## src/rtl/dpmPkg.sv

```systemverilog
package dpmPkg;

  typedef enum logic [1:0] {
    ZONE_OK    = 2'd0,
    ZONE_BLANK = 2'd1,
    ZONE_KILL  = 2'd2
  } zone_e;

  typedef struct packed {
    logic fallThisField;
    logic aboveLow;
    logic aboveHigh;
    logic belowLowRel;
    logic belowHighRel;
  } dpFlags_t;

  typedef struct packed {
    logic clearEdge;
  } ctlStrobes_t;

endpackage

```

## src/rtl/dpmDatapath.sv

```systemverilog
module dpmDatapath #(
  parameter int LEVEL_W     = 8,
  parameter int SYNC_STAGES = 2
) (
  input  logic                  clk,
  input  logic                  rstN,
  input  logic                  flybackIn,
  input  logic [LEVEL_W-1:0]    safetyLevel,
  input  logic [LEVEL_W-1:0]    lowThr,
  input  logic [LEVEL_W-1:0]    lowHyst,
  input  logic [LEVEL_W-1:0]    highThr,
  input  logic [LEVEL_W-1:0]    highHyst,
  input  dpmPkg::ctlStrobes_t   strobes,
  output dpmPkg::dpFlags_t      flags
);

  localparam int LAST = SYNC_STAGES - 1;

  logic [SYNC_STAGES-1:0] syncQ;
  logic                   flyPrev;
  logic                   fallNow;
  logic                   edgeSeen;
  logic [LEVEL_W-1:0]     lowRel;
  logic [LEVEL_W-1:0]     highRel;
  logic                   aboveLowQ, aboveHighQ, belowLowRelQ, belowHighRelQ;

  // Synchroniser chain, one flop per stage.
  for (genvar i = 0; i < SYNC_STAGES; i++) begin : gSync
    if (i == 0) begin : gFirst
      always_ff @(posedge clk or negedge rstN)
        if (!rstN) syncQ[i] <= 1'b0;
        else       syncQ[i] <= flybackIn;
    end else begin : gNext
      always_ff @(posedge clk or negedge rstN)
        if (!rstN) syncQ[i] <= 1'b0;
        else       syncQ[i] <= syncQ[i-1];
    end
  end

  always_ff @(posedge clk or negedge rstN)
    if (!rstN) flyPrev <= 1'b0;
    else       flyPrev <= syncQ[LAST];

  assign fallNow = flyPrev & ~syncQ[LAST];

  always_ff @(posedge clk or negedge rstN)
    if (!rstN)                  edgeSeen <= 1'b0;
    else if (strobes.clearEdge) edgeSeen <= 1'b0;
    else if (fallNow)           edgeSeen <= 1'b1;

  // Release points, saturating at zero.
  always_comb begin
    lowRel  = (lowThr  >= lowHyst)  ? lowThr  - lowHyst  : '0;
    highRel = (highThr >= highHyst) ? highThr - highHyst : '0;
  end

  always_ff @(posedge clk or negedge rstN)
    if (!rstN) begin
      aboveLowQ     <= 1'b0;
      aboveHighQ    <= 1'b0;
      belowLowRelQ  <= 1'b1;
      belowHighRelQ <= 1'b1;
    end else begin
      aboveLowQ     <= safetyLevel > lowThr;
      aboveHighQ    <= safetyLevel > highThr;
      belowLowRelQ  <= safetyLevel < lowRel;
      belowHighRelQ <= safetyLevel < highRel;
    end

  always_comb begin
    flags.fallThisField = edgeSeen | fallNow;
    flags.aboveLow      = aboveLowQ;
    flags.aboveHigh     = aboveHighQ;
    flags.belowLowRel   = belowLowRelQ;
    flags.belowHighRel  = belowHighRelQ;
  end

endmodule

```

## src/rtl/dpmControl.sv

```systemverilog
module dpmControl (
  input  logic                clk,
  input  logic                rstN,
  input  logic                fieldStrobe,
  input  logic                wdogEnable,
  input  dpmPkg::dpFlags_t    flags,
  output dpmPkg::ctlStrobes_t strobes,
  output dpmPkg::zone_e       zoneQ,
  output logic                wdogFault,
  output logic                rgbBlank,
  output logic                hDriveEn
);
  import dpmPkg::*;

  zone_e zoneNext;

  always_comb begin
    zoneNext = zoneQ;
    unique case (zoneQ)
      ZONE_OK: begin
        if (flags.aboveHigh)     zoneNext = ZONE_KILL;
        else if (flags.aboveLow) zoneNext = ZONE_BLANK;
      end
      ZONE_BLANK: begin
        if (flags.aboveHigh)        zoneNext = ZONE_KILL;
        else if (flags.belowLowRel) zoneNext = ZONE_OK;
      end
      ZONE_KILL: begin
        if (flags.belowHighRel)
          zoneNext = flags.belowLowRel ? ZONE_OK : ZONE_BLANK;
      end
      default: zoneNext = ZONE_OK;
    endcase
  end

  always_ff @(posedge clk or negedge rstN)
    if (!rstN) zoneQ <= ZONE_OK;
    else       zoneQ <= zoneNext;

  always_ff @(posedge clk or negedge rstN)
    if (!rstN)            wdogFault <= 1'b0;
    else if (fieldStrobe) wdogFault <= wdogEnable & ~flags.fallThisField;

  always_comb begin
    strobes.clearEdge = fieldStrobe;
    rgbBlank = (wdogFault & wdogEnable) | (zoneQ != ZONE_OK);
    hDriveEn = (zoneQ != ZONE_KILL);
  end

endmodule

```

## src/rtl/dispProtMon.sv

```systemverilog
module dispProtMon #(
  parameter int LEVEL_W     = 8,
  parameter int SYNC_STAGES = 2
) (
  input  logic               clk,
  input  logic               rstN,
  input  logic               fieldStrobe,
  input  logic               flybackIn,
  input  logic               wdogEnable,
  input  logic [LEVEL_W-1:0] safetyLevel,
  input  logic [LEVEL_W-1:0] lowThr,
  input  logic [LEVEL_W-1:0] lowHyst,
  input  logic [LEVEL_W-1:0] highThr,
  input  logic [LEVEL_W-1:0] highHyst,
  output logic               rgbBlank,
  output logic               hDriveEn
);

  dpmPkg::dpFlags_t    flags;
  dpmPkg::ctlStrobes_t strobes;
  dpmPkg::zone_e       zoneQ;
  logic                wdogFault;

  dpmDatapath #(.LEVEL_W(LEVEL_W), .SYNC_STAGES(SYNC_STAGES)) uDp (
    .clk(clk), .rstN(rstN), .flybackIn(flybackIn),
    .safetyLevel(safetyLevel), .lowThr(lowThr), .lowHyst(lowHyst),
    .highThr(highThr), .highHyst(highHyst),
    .strobes(strobes), .flags(flags)
  );

  dpmControl uCtl (
    .clk(clk), .rstN(rstN), .fieldStrobe(fieldStrobe),
    .wdogEnable(wdogEnable), .flags(flags), .strobes(strobes),
    .zoneQ(zoneQ), .wdogFault(wdogFault),
    .rgbBlank(rgbBlank), .hDriveEn(hDriveEn)
  );

endmodule

```

## config.mk

```make
export PLATFORM = sky130hd
export DESIGN_NAME = dispProtMon
export DESIGN_NICKNAME = d
export VERILOG_FILES = /design/src/rtl/dpmPkg.sv /design/src/rtl/dpmDatapath.sv /design/src/rtl/dpmControl.sv /design/src/rtl/dispProtMon.sv
export SDC_FILE = /design/constraint.sdc
export NUM_CORES = 1
export LEC_CHECK = 0
export BUFFER_PORTS_ARGS = -buffer_cell sky130_fd_sc_hd__buf_2
export CAP_MARGIN = 10
export CORE_MARGIN = 2
export CORE_UTILIZATION = 45
export CTS_CLUSTER_DIAMETER = 100
export CTS_CLUSTER_SIZE = 24
export DETAILED_ROUTE_END_ITERATION = 10
export PLACE_DENSITY = 0.74
export SYNTH_ARGS = -nofsm -noshare
export SYNTH_HDL_FRONTEND = slang
export SYNTH_SLANG_ARGS = --single-unit
```

## constraint.sdc

```tcl
create_clock -name clk -period 0.9 [get_ports clk]
set_clock_uncertainty 0.1 [all_clocks]
set_input_delay 0.045 -clock clk [delete_from_list [all_inputs] [get_ports clk]]
set_output_delay 0.045 -clock clk [all_outputs]
set_load 0.005 [all_outputs]
```

# --- After elaboration in Yosys (flattened, before gate mapping) ---
# Cells that the tools add are included.
# Widths: inputs -> output; s select.
op_classes:
  n_lt_le_gt_ge: 6
  n_eq_ne: 6
  bitwise_logic: 7
  n_mux: 11
  n_reduce_logical: 4
  addsub: 2
op_table:
  columns: ["op", "count"]
  rows:
  - ["$ge 8x8->1", 2]
  - ["$gt 8x8->1", 2]
  - ["$lt 8x8->1", 2]
  - ["$mux 8", 2]
  - ["$sub 8x8->8", 2]
  - ["$mux 2", 5]
  - ["$ne 3x3->1 const B", 2]
  - ["$pmux 2 s3", 1]
  - ["$ne 2x2->1 const B", 2]
  - ["$reduce_bool 2->1", 2]
  - ["$and 1x1->1", 3]
  - ["$mux 1", 3]
  - ["$reduce_and 3->1", 1]
  - ["$eq 2x1->1 const B", 1]
  - ["$eq 2x2->1 const B", 1]
  - ["$logic_not 2->1", 1]
  - ["$not 1->1", 2]
  - ["$or 1x1->1", 2]
totals:
  output_inout_bits: 2
  wordCells: 46
  regBits: 11
  in_bits: 45

# --- Depth between registers and ports, before layout ---
# Gate-level depths: netlist (run 1).
depth:
  ltp_word: 5
  depth_mapped: 12
  depth_no_buf: 12

# --- Cells and area by module ---
# Synthesis (run 1) repeated with hierarchy kept, for this count alone.
unflattened:
  cells_unflattened: 240
  hier_area_um2: 1959.4
by_module_without_submodules:
  columns: ["mod", "seq_area_each_um2", "area_per_inst_um2", "cells_each", "instances"]
  rows:
  - ["dpmDatapath", 202.7, 1793.0, 225, 1]
  - ["dpmControl", 75.1, 166.4, 15, 1]

# --- Worst setup path before layout (run 1) ---
# No wires, ideal clock.
synth_timing:
  kind: "input to register"
  start: "input highThr[0]"
  end: "register uDp.belowHighRelQ"
  stages: 12
  arrival_ns: 2.385
  path_slack_ns: -1.672
  required_time_ns: 0.712
  setup_time_ns: 0.088
  path_buffers: 0
  cell_sequence: "inv_1 ha_1 fa_1 nand2b_1 a211o_1 nand2_1 a21o_1 nand2_1 ha_1 a2111oi_0 o21ai_1 a221oi_2"
synth_via:
  elab_chain_cells: 3
  elab_cells_between_ends: 4
  cone_classes: "add/sub: 1; order compare: 2; mux: 1"
synth_lines:
  columns: ["element", "line_no", "source"]
  rows:
  - ["start: declaration", "dispProtMon.sv:13", "input logic [LEVEL_W-1:0] highThr,"]
  - ["$sub 8x8->8 or $ge 8x8->1 (tied branches)", "dpmDatapath.sv:54", "highRel = (highThr >= highHyst) ? highThr - highHyst : '0;"]
  - ["$mux 8 *", "dpmDatapath.sv:54", null]
  - ["$lt 8x8->1 *", "dpmDatapath.sv:67", "belowHighRelQ <= safetyLevel < highRel;"]
  - ["end signal: assignment", "dpmDatapath.sv:67", null]
  - ["end: declaration", "dpmDatapath.sv:25", "logic aboveLowQ, aboveHighQ, belowLowRelQ, belowHighRelQ;"]
# Mark *: on every way between the ends. The rest lies on a longest branch, timed or not.
# A chain may end at the register's enable or synchronous reset.

# --- Worst setup path in the final report (run 1) ---
# Ends and elaborated chain as after synthesis.

==> results of run 1 <==
path summary, 6_finish.rpt:
kind / cells after the start / slack [ns] / endpoint
min in group asynchronous: 2 / 0.13 / uCtl.zoneQ[1]$_DFFE_PN0P_
hold / removal: 3 / 0.09 / uDp.belowHighRelQ$_DFF_PN1_
setup / recovery: 13 / -1.46 / uDp.belowHighRelQ$_DFF_PN1_
hold reg to reg: 0 / 0.25 / uDp.syncQ[1]$_DFF_PN0_
setup reg to reg: 4 / -0.21 / uCtl.zoneQ[0]$_DFFE_PN0P_
max in group asynchronous: 2 / 0.30 / uDp.belowLowRelQ$_DFF_PN1_
power by group:
part / leakage, nW / internal [W] / switching [W]
registers: 0.131 / 0.000603 / 0.0000796
clock network: 0.0228 / 0.000310 / 0.000174
logic: 1.43 / 0.00126 / 0.00101
total: 1.58 / 0.00217 / 0.00126
routing by layer:
metal | global-route usage (%) | vias up | share of wire, %
met3 | 2.44 | 10 | 4.0
met5 | 0 | - | 0
met4 | 4.66 | 0 | 0.85
li1 | - | 1061 | -
met1 | 29.6 | 1010 | 42
met2 | 40.6 | 49 | 53
cell type report:
type / count / area share, %
clock buffers: 4 / 1.49
repair buffers: 107 / 25.5
well taps: 50 / 2.07
multi-input cells: 190 / 56.6
inverters: 34 / 5.15
flip-flops and latches: 11 / 9.21
worst register-to-register path, cell delays in order, from the launching register on:
cell and delay, ns:
dfrtp_1 0.42, buf_4 0.15, nand2_1 0.08, o21ai_2 0.08, o32ai_4 0.19
cells in the mapped netlist (3+ instances only):
master / instances
a211o_1: 3
a21o_1: 9
a21oi_1: 20
a221oi_2: 4
dfrtp_1: 9
ha_1: 46
inv_1: 34
nand2_1: 18
nand2b_1: 11
nand3_1: 9
nor2_1: 16
nor2b_1: 4
o211ai_1: 4
o21ai_0: 10
xnor2_1: 4
xor2_1: 4
through the flow:
stage	setup WS, ns	cells	hold WS, ns	instance area [µm²]	total power [W]
floorplan	-1.51	235	-0.351	1970	0.00163
global placement	-1.66	381	-0.183	2640	0.00223
detailed placement	-1.78	381	-0.174	2640	0.00228
CTS	-1.35	394	0.0772	2910	0.00321
global route	-1.58	396	0.103	3020	0.00372
finish	-1.46	396	0.0853	3020	0.00343
cell families after synthesis:
group                      synth area share, %
and+or+nand+nor                           18.0
buffers and inverters                     6.73
DFF                                       14.7
AOI/OAI and AO/OA                         23.3
xor gates and xnor gates                  3.70
muxes                                     1.19
adders and majority gates                 32.5
cells in the final DEF (no fill, tap or decap), drive strengths merged:
cell type	count
nand3	10
nand4	1
o22ai	1
ha	46
clkbuf	4
a21oi	20
inv	34
o21bai	2
nor2	16
a22oi	1
nor4	2
fa	2
a2111oi	2
dfrtp	9
o21ai	12
o211ai	4
nand2	18
o32ai	1
and3	2
nand2b	12
mux2	2
and4	2
nor3	1
buf	103
nor2b	4
xnor2	4
a31oi	2
a211o	3
dfstp	2
dlygate4sd3	4
a21o	10
a221oi	4
xor2	4
o21a	2
what timing repair did:
| action | in CTS | in global routing |
|---|---|---|
| resized for setup | 35 | 18 |
| hold endpoints to repair | 14 | 0 |
| hold buffers | 4 | 0 |
| buffers inserted | 5 | 2 |
| pin swaps | 14 | 12 |
| setup endpoints to repair | 9 | 9 |
==> flow_summary.toml, run 1 <==
[critical_path]
cp_num_buf_inv = 2
crit_top_cell = "ha_4"
cp_top_family = "compound AO/OA/AOI/OAI gates"
criticalPathCategory = "primary input to register"
cp-startpoint = "highThr[0]"
slowest_stage = "fa_2"
critPathLaunchType = "primary input"
arrival_ns = 2.40
crit_fanout = 4
cp_cell_sequence = "buf_8 -> inv_4 -> ha_4 -> fa_2 -> nand2b_4 -> a211o_1 -> nand2_1 -> a21o_1 -> nand3_2 -> ha_4 -> a2111oi_4 -> o21ai_1 -> a221oi_2"
reg2reg_from = "uCtl.zoneQ[0]$_DFFE_PN0P_"
cp-end-kind = "register"
required_ns = 0.94
slowest_delay_ns = 0.34

[sta]
fmax_mhz = 424
finalCritPeriodShare_pct = 262
setup_viol = 8
slew_headroom_pct = 79.0
finalHoldViolations = 0
tightest_slew_ns = 0.314
drv_slew = 0
tns_ns = -3.89
finalCriticalPeriod_ns = 2.36
rsz0062_at_grt = "yes"
setup_ws_ns = -1.46

[floorplanning]
fp.dieArea_um2 = 4750
core_um2 = 4030
pin_count = 47
rows = 23
start_util_pct = 47.0
fp.dieW_um = 68.9
die_y_um = 68.9

[synthesis]
seq_area_frac_synth_pct = 14.7
synthCells = 235
syn_nets = 328
synth_cell_types = 36
yosys.area.top_type = "ha_1"
synth.area.top_cells = "ha_1 30%, dfrtp_1 12%, inv_1 6.7%"
synth_top_area_share_pct = 30.4
synth_seq_cells = 11
synth_ff_type = "dfrtp_1"
avgSynthCellArea_um2 = 8.07
synth_async_sr_flop_share_pct = 100
yosys_warnings = 0
synth_edf_count = 0
synth_area_um2 = 1900

[placement]
hpwl_um = 4140
gp_congestion = 0.913
port_buffers = 46

[grt]
overflow = 0
grt_pass1_vias = 2018
grt_util_all_layers_pct = 22.8
antenna_found_initial = 0
grt_pass1_wl_um = 8310
grt_start_max_net_pins = 12

[detailed_routing]
via_count = 2130
drt_first_pass_iters = 4
antenna_left = 0
vias_per_cell = 5.38
drc = 0
post_drt_wl_per_cell_um = 13.9
drtIter0Drc = 83
drt_wl_total_um = 5510

[cts]
cts_sinks = 11
cts_made_buffers = 3
cts_tree = "done"
cts_root_buf = "clkbuf_8"
cts.clk_slew.worst_paths_ns = 0.05
htreeDepth = 1
cts_buffer_depth = 2
clock_latency_ns = 0.23

[final_layout]
multi_input_area_um2 = 1710
finish.utilization_pct = 74.8
nFillCells = 318
top_regs = "uCtl.zoneQ: 2 flops, uDp.syncQ: 2 flops"
area_delta_synth_final_pct = 59.1
num-nets-final = 440
seq_area_um2 = 278
drive_gt1_share_pct = 43.9
antenna_cells = 0

[power_and_ir_drop]
vdd_ir_drop_max_mv = 0.534
powerDensity_nw_per_um2 = 1140
p_leak_nw = 1.58

[hold_path]
hold_class = "primary input to register"
min_from = "safetyLevel[7]"

[run_status]
violations = "negative setup slack"
status = "finished, violations left"

[job]
maxCapViolations = 0
Power figures use the tool's default switching activity.
==> run 2: changes to the inputs <==
Settings changed: SYNTH_HIERARCHICAL set to 1.
==> flow_summary.toml, run 2 <==
[final_layout]
finish.utilization_pct = 75.2
final_common_cell = "buf_4"
area_delta_synth_final_pct = 56.8
instances_no_fill = 396
layout_common_cells = "51 x buf_4, 40 x buf_2, 34 x ha_1"
drive_gt1_share_pct = 44.2
top_regs = "uCtl/zoneQ: 2 flops, uDp/syncQ: 2 flops"
antenna_cells = 0
nFillCells = 291
num-nets-final = 440

[grt]
antenna_found_initial = 0
grt_pass1_vias = 2122
grt_pass1_wl_um = 8910
grt_start_max_net_pins = 12
overflow = 0
grt_util_all_layers_pct = 21.6

[critical_path]
criticalPathCategory = "primary input to register"
crit_fanout = 4
slowest_stage = "fa_2"
required_ns = 0.94
cp-end-kind = "register"
slowest_delay_ns = 0.35
reg2reg_slack_ns = -0.23
cp_cell_sequence = "buf_2 -> inv_1 -> ha_2 -> fa_2 -> nand2b_4 -> a211o_1 -> nand2_1 -> a21o_1 -> buf_4 -> nand2_1 -> ha_1 -> a2111oi_4 -> o21ai_2 -> a221oi_2"
critPathLaunchType = "primary input"
arrival_ns = 2.44
r2r_cells = 4
timing.rr.end = "uCtl/zoneQ[0]$_DFFE_PN0P_"
reg2reg_from = "uCtl/zoneQ[0]$_DFFE_PN0P_"
crit_top_cell = "nand2_1"

[detailed_routing]
post_drt_wl_per_cell_um = 13.9
via_count = 2091
drt_first_pass_iters = 4
drc = 0
drtIter0Drc = 80
antenna_left = 0
vias_per_cell = 5.28
drt_wl_total_um = 5490

[synthesis]
yosys.area.top_type = "ha_1"
yosysMostFrequentCell = "ha_1"
synthCells = 240
seq_area_frac_synth_pct = 14.2
synth_top_family_by_area = "adder cells"
synthMuxAreaShare_pct = 1.15
yosys.area_share.simple_pct = 18.4
synth_seq_cells = 11
synth_area_um2 = 1960
synth_edf_count = 0
synth_compound_area_share_pct = 22.9
synth.area.top_cells = "ha_1 29%, dfrtp_1 11%, inv_1 6.5%"
synth_top_area_share_pct = 29.4
yosys_warnings = 6
synthAdderAreaFrac_pct = 31.4
synth_xor_area_share_pct = 3.58
synth_cell_types = 41
synth_async_sr_flop_share_pct = 100
syn_nets = 333
yosys-top-cells-count = "46 x ha_1, 34 x inv_1, 19 x a21oi_1, 17 x nand2_1, 16 x nor2_1"
avgSynthCellArea_um2 = 8.16
synth_ff_type = "dfrtp_1"

[cts]
cts_sinks = 11
cts_made_buffers = 3
cts.clk_slew.worst_paths_ns = 0.05
cts_root_buf = "clkbuf_8"
clock_latency_ns = 0.23
cts_buffer_depth = 2
cts_tree = "done"
htreeDepth = 1

[sta]
tightest_slew_ns = 0.296
finalHoldViolations = 0
setup_viol = 9
rsz0062_at_grt = "yes"
hold_ws_ns = 0.0782
tns_ns = -4.18
setup_ws_ns = -1.50
finalCritPeriodShare_pct = 267
fmax_mhz = 417
drv_slew = 0
slew_headroom_pct = 80.3
finalCriticalPeriod_ns = 2.40

[power_and_ir_drop]
powerDensity_nw_per_um2 = 1130
p_leak_nw = 1.60
vdd_ir_drop_max_mv = 0.609

[run_status]
violations = "negative setup slack"
status = "finished, violations left"

[floorplanning]
pin_count = 47
start_util_pct = 47.9
fp.dieArea_um2 = 4900
die_y_um = 70.0
core_um2 = 4090
fp.dieW_um = 70.0
rows = 23

[hold_path]
hold_class = "primary input to register"
hold-path-cell-count = 3
min_from = "safetyLevel[7]"
whs_endpoint = "uDp/belowLowRelQ$_DFF_PN1_"

[placement]
port_buffers = 46
gp_congestion = 0.879
dp_slack_ns = -1.91
hpwl_um = 4300
dp_cells = 379

[job]
maxCapViolations = 0
-- run 2: report_power, final --
part / switching (W) / internal, W / leakage, nW
clock: 0.000161 / 0.000309 / 0.0228
combinational: 0.00100 / 0.00133 / 1.45
sequential: 0.0000578 / 0.000607 / 0.130
-- run 2: cells by family (layout without fill, tap and decap cells) --
kind of cell             Yosys count  after routing
AO/OA/AOI/OAI                     63             63
XOR/XNOR                           8              8
flip-flops                        11             11
AND/OR/NAND/NOR                   69             69
buffers and inverters             39            145
multiplexers                       2              2
adder cells (fa/ha/maj)           48             48
-- run 2: layout make-up --
| type | count | area (µm²) | area share (%) |
|---|---|---|---|
| multi-input cells | 190 | 1740 | 56.8 |
| repair buffers | 107 | 776 | 25.3 |
| flip-flops and latches | 11 | 279 | 9.08 |
| inverters | 34 | 165 | 5.38 |
| well taps | 50 | 62.6 | 2.04 |
| clock buffers | 4 | 45.0 | 1.47 |
-- run 2: worst max path at each step --
stage / startpoint / to / cells after the start
global route: lowThr[0] / uDp/belowLowRelQ$_DFF_PN1_ / 14
global placement: highThr[0] / uDp/belowHighRelQ$_DFF_PN1_ / 13
floorplan: lowThr[0] / uDp/belowLowRelQ$_DFF_PN1_ / 12
detailed placement: lowThr[0] / uDp/belowLowRelQ$_DFF_PN1_ / 13
finish: lowThr[0] / uDp/belowLowRelQ$_DFF_PN1_ / 14
CTS: lowThr[0] / uDp/belowLowRelQ$_DFF_PN1_ / 13
-- run 2: repair_timing --
item,4_1_cts,5_1_grt
hold endpoints to repair,14,0
setup endpoints to repair,10,10
setup buffers,4,5
resized for setup,30,22
pin swaps,12,5
hold buffers,4,0
-- run 2: per-stage QoR --
step           cell area [µm²]  power (W)
5_1_grt                   3070    0.00372
3_5_place_dp              2670    0.00235
6_report                  3070    0.00346
3_3_place_gp              2670    0.00228
2_1_floorplan             2060    0.00174
4_1_cts                   2920    0.00314
-- run 2: worst max-delay path, delay by kind of cell --
kind | cells | cell delay [ns]
buffers and inverters | 3 | 0.27
AOI/OAI and AO/OA | 5 | 1.06
adders and majority gates | 3 | 0.77
and+or+nand+nor | 3 | 0.30
-- run 2: layer usage --
layer / vias up / GRT usage (%) / part of all wire [%]
met3: 13 / 2.02 / 3.3
li1: 1060 / - / -
met1: 969 / 27.3 / 42
met4: 0 / 4.06 / 2.5
met5: - / 0 / 0
met2: 49 / 39.8 / 52
==> run 3: changes to the inputs <==
Settings changed: BUFFER_PORTS_ARGS -buffer_cell sky130_fd_sc_hd__buf_2 to -buffer_cell sky130_fd_sc_hd__buf_4, REMOVE_ABC_BUFFERS set to 1.
==> flow_summary.toml, run 3 (same netlist as run 2, synthesis figures left out) <==
[critical_path]
cp-end-kind = "register"
crit_fanout = 4
critPathLaunchType = "primary input"
slowest_stage = "fa_2"
slowest_delay_ns = 0.34
cp_cell_sequence = "buf_8 -> inv_4 -> ha_4 -> fa_2 -> nand2b_4 -> a211o_1 -> nand2_2 -> a21o_1 -> buf_6 -> nand2_2 -> ha_4 -> a2111oi_4 -> o21ai_1 -> a221oi_2"
required_ns = 0.95
arrival_ns = 2.39
criticalPathCategory = "primary input to register"

[cts]
cts_made_buffers = 3
cts_buffer_depth = 2
cts_tree = "done"
cts.clk_slew.worst_paths_ns = 0.05
cts_sinks = 11
clock_latency_ns = 0.24
htreeDepth = 1
cts_root_buf = "clkbuf_8"

[grt]
antenna_found_initial = 0
grt_util_all_layers_pct = 23.1
grt_start_max_net_pins = 12
grt_pass1_wl_um = 9360
overflow = 0
grt_pass1_vias = 2221

[placement]
dp_slack_ns = -1.85
gp_congestion = 0.903
port_buffers = 46
hpwl_um = 4340
dp_cells = 381

[detailed_routing]
antenna_left = 0
vias_per_cell = 5.36
post_drt_wl_per_cell_um = 14.6
drtIter0Drc = 67
drt_wl_total_um = 5810
drt_first_pass_iters = 4
via_count = 2128
drc = 0

[sta]
drv_slew = 0
finalHoldViolations = 0
rsz0062_at_grt = "yes"
finalCritPeriodShare_pct = 260
slew_headroom_pct = 77.9
fmax_mhz = 427
hold_ws_ns = 0.00212
setup_viol = 9
finalCriticalPeriod_ns = 2.34
setup_ws_ns = -1.44
tightest_slew_ns = 0.329

[final_layout]
layout_common_cells = "91 x buf_4, 34 x ha_1, 30 x inv_1"
nFillCells = 279
seq_area_um2 = 278
finish.utilization_pct = 78.1
multi_input_area_um2 = 1780
final_common_cell = "buf_4"
area_delta_synth_final_pct = 62.9
drive_gt1_share_pct = 45.8
instances_no_fill = 397
num-nets-final = 441
antenna_cells = 0
top_regs = "uCtl/zoneQ: 2 flops, uDp/syncQ: 2 flops"

[floorplanning]
core_um2 = 4090
fp.dieW_um = 70.0
pin_count = 47
fp.dieArea_um2 = 4900
start_util_pct = 47.9
die_y_um = 70.0
rows = 23

[power_and_ir_drop]
vdd_ir_drop_max_mv = 0.612
p_leak_nw = 1.64
powerDensity_nw_per_um2 = 1120

[run_status]
violations = "negative setup slack"
status = "finished, violations left"

[job]
maxCapViolations = 0

[hold_path]
hold_class = "primary input to register"
## run 3: changes by cell type in the layout (fill, tap and decap cells not counted), sizes merged
cell and delta:
buf +3, dlygate4sd3 -1, clkbuf -1
## run 3: final timing paths
kind                                                start                          end  slack (ns)  depth (start not counted)
worst max-delay path                            lowThr[0]   uDp/belowLowRelQ$_DFF_PN1_       -1.44                         14
worst min-delay path                           wdogEnable   uCtl/wdogFault$_DFFE_PN0P_       0.002                          3
worst max register to register  uCtl/zoneQ[1]$_DFFE_PN0P_    uCtl/zoneQ[0]$_DFFE_PN0P_       -0.21                          3
worst min register to register     uDp/syncQ[0]$_DFF_PN0_       uDp/syncQ[1]$_DFF_PN0_        0.25                          0
max in group asynchronous                            rstN  uDp/belowHighRelQ$_DFF_PN1_        0.40                          2
min in group asynchronous                            rstN    uCtl/zoneQ[1]$_DFFE_PN0P_        0.07                          2
## run 3: repair_timing
| item | CTS | global route |
|---|---|---|
| gates resized for setup | 57 | 17 |
| buffers inserted | 6 | 4 |
| hold endpoints to repair | 14 | 0 |
| pin swaps | 27 | 29 |
| endpoints found under the setup margin | 9 | 10 |
| hold buffers | 3 | 0 |
## run 3: cell type report
| type | count | share of cell area (%) |
|---|---|---|
| Clock buffer | 4 | 1.41 |
| Tap cell | 50 | 1.96 |
| Timing Repair Buffer | 108 | 27.8 |
| Multi-Input combinational cell | 190 | 55.9 |
| Sequential cell | 11 | 8.70 |
| Inverter | 34 | 4.31 |
## run 3: critical path, delay by kind of cell
kind / cells / cell delay, ns
adders and majority gates: 3 / 0.67
and+or+nand+nor: 3 / 0.30
buffers and inverters: 3 / 0.24
AOI/OAI and AO/OA: 5 / 1.14
## run 3: stage by stage
step                      setup TNS (ns)  total power (W)  instance area [µm²]
after floorplan                    -3.70          0.00165                 1920
after global placement             -4.75          0.00234                 2710
after detailed placement           -5.05          0.00242                 2710
after CTS                          -3.96          0.00340                 3070
after global routing               -4.49          0.00383                 3190
final                              -4.03          0.00357                 3190
## run 3: power by group
part | switching [W] | internal [W]
combinational | 0.00103 | 0.00138
clock | 0.000175 | 0.000310
sequential | 0.0000666 | 0.000603
total | 0.00128 | 0.00230
## run 3: routing by layer
metal | share of wire, % | global-route usage [%]
met3 | 3.9 | 2.60
met1 | 43 | 27.1
met2 | 52 | 43.9
met4 | 1.4 | 6.41
met5 | 0 | 0
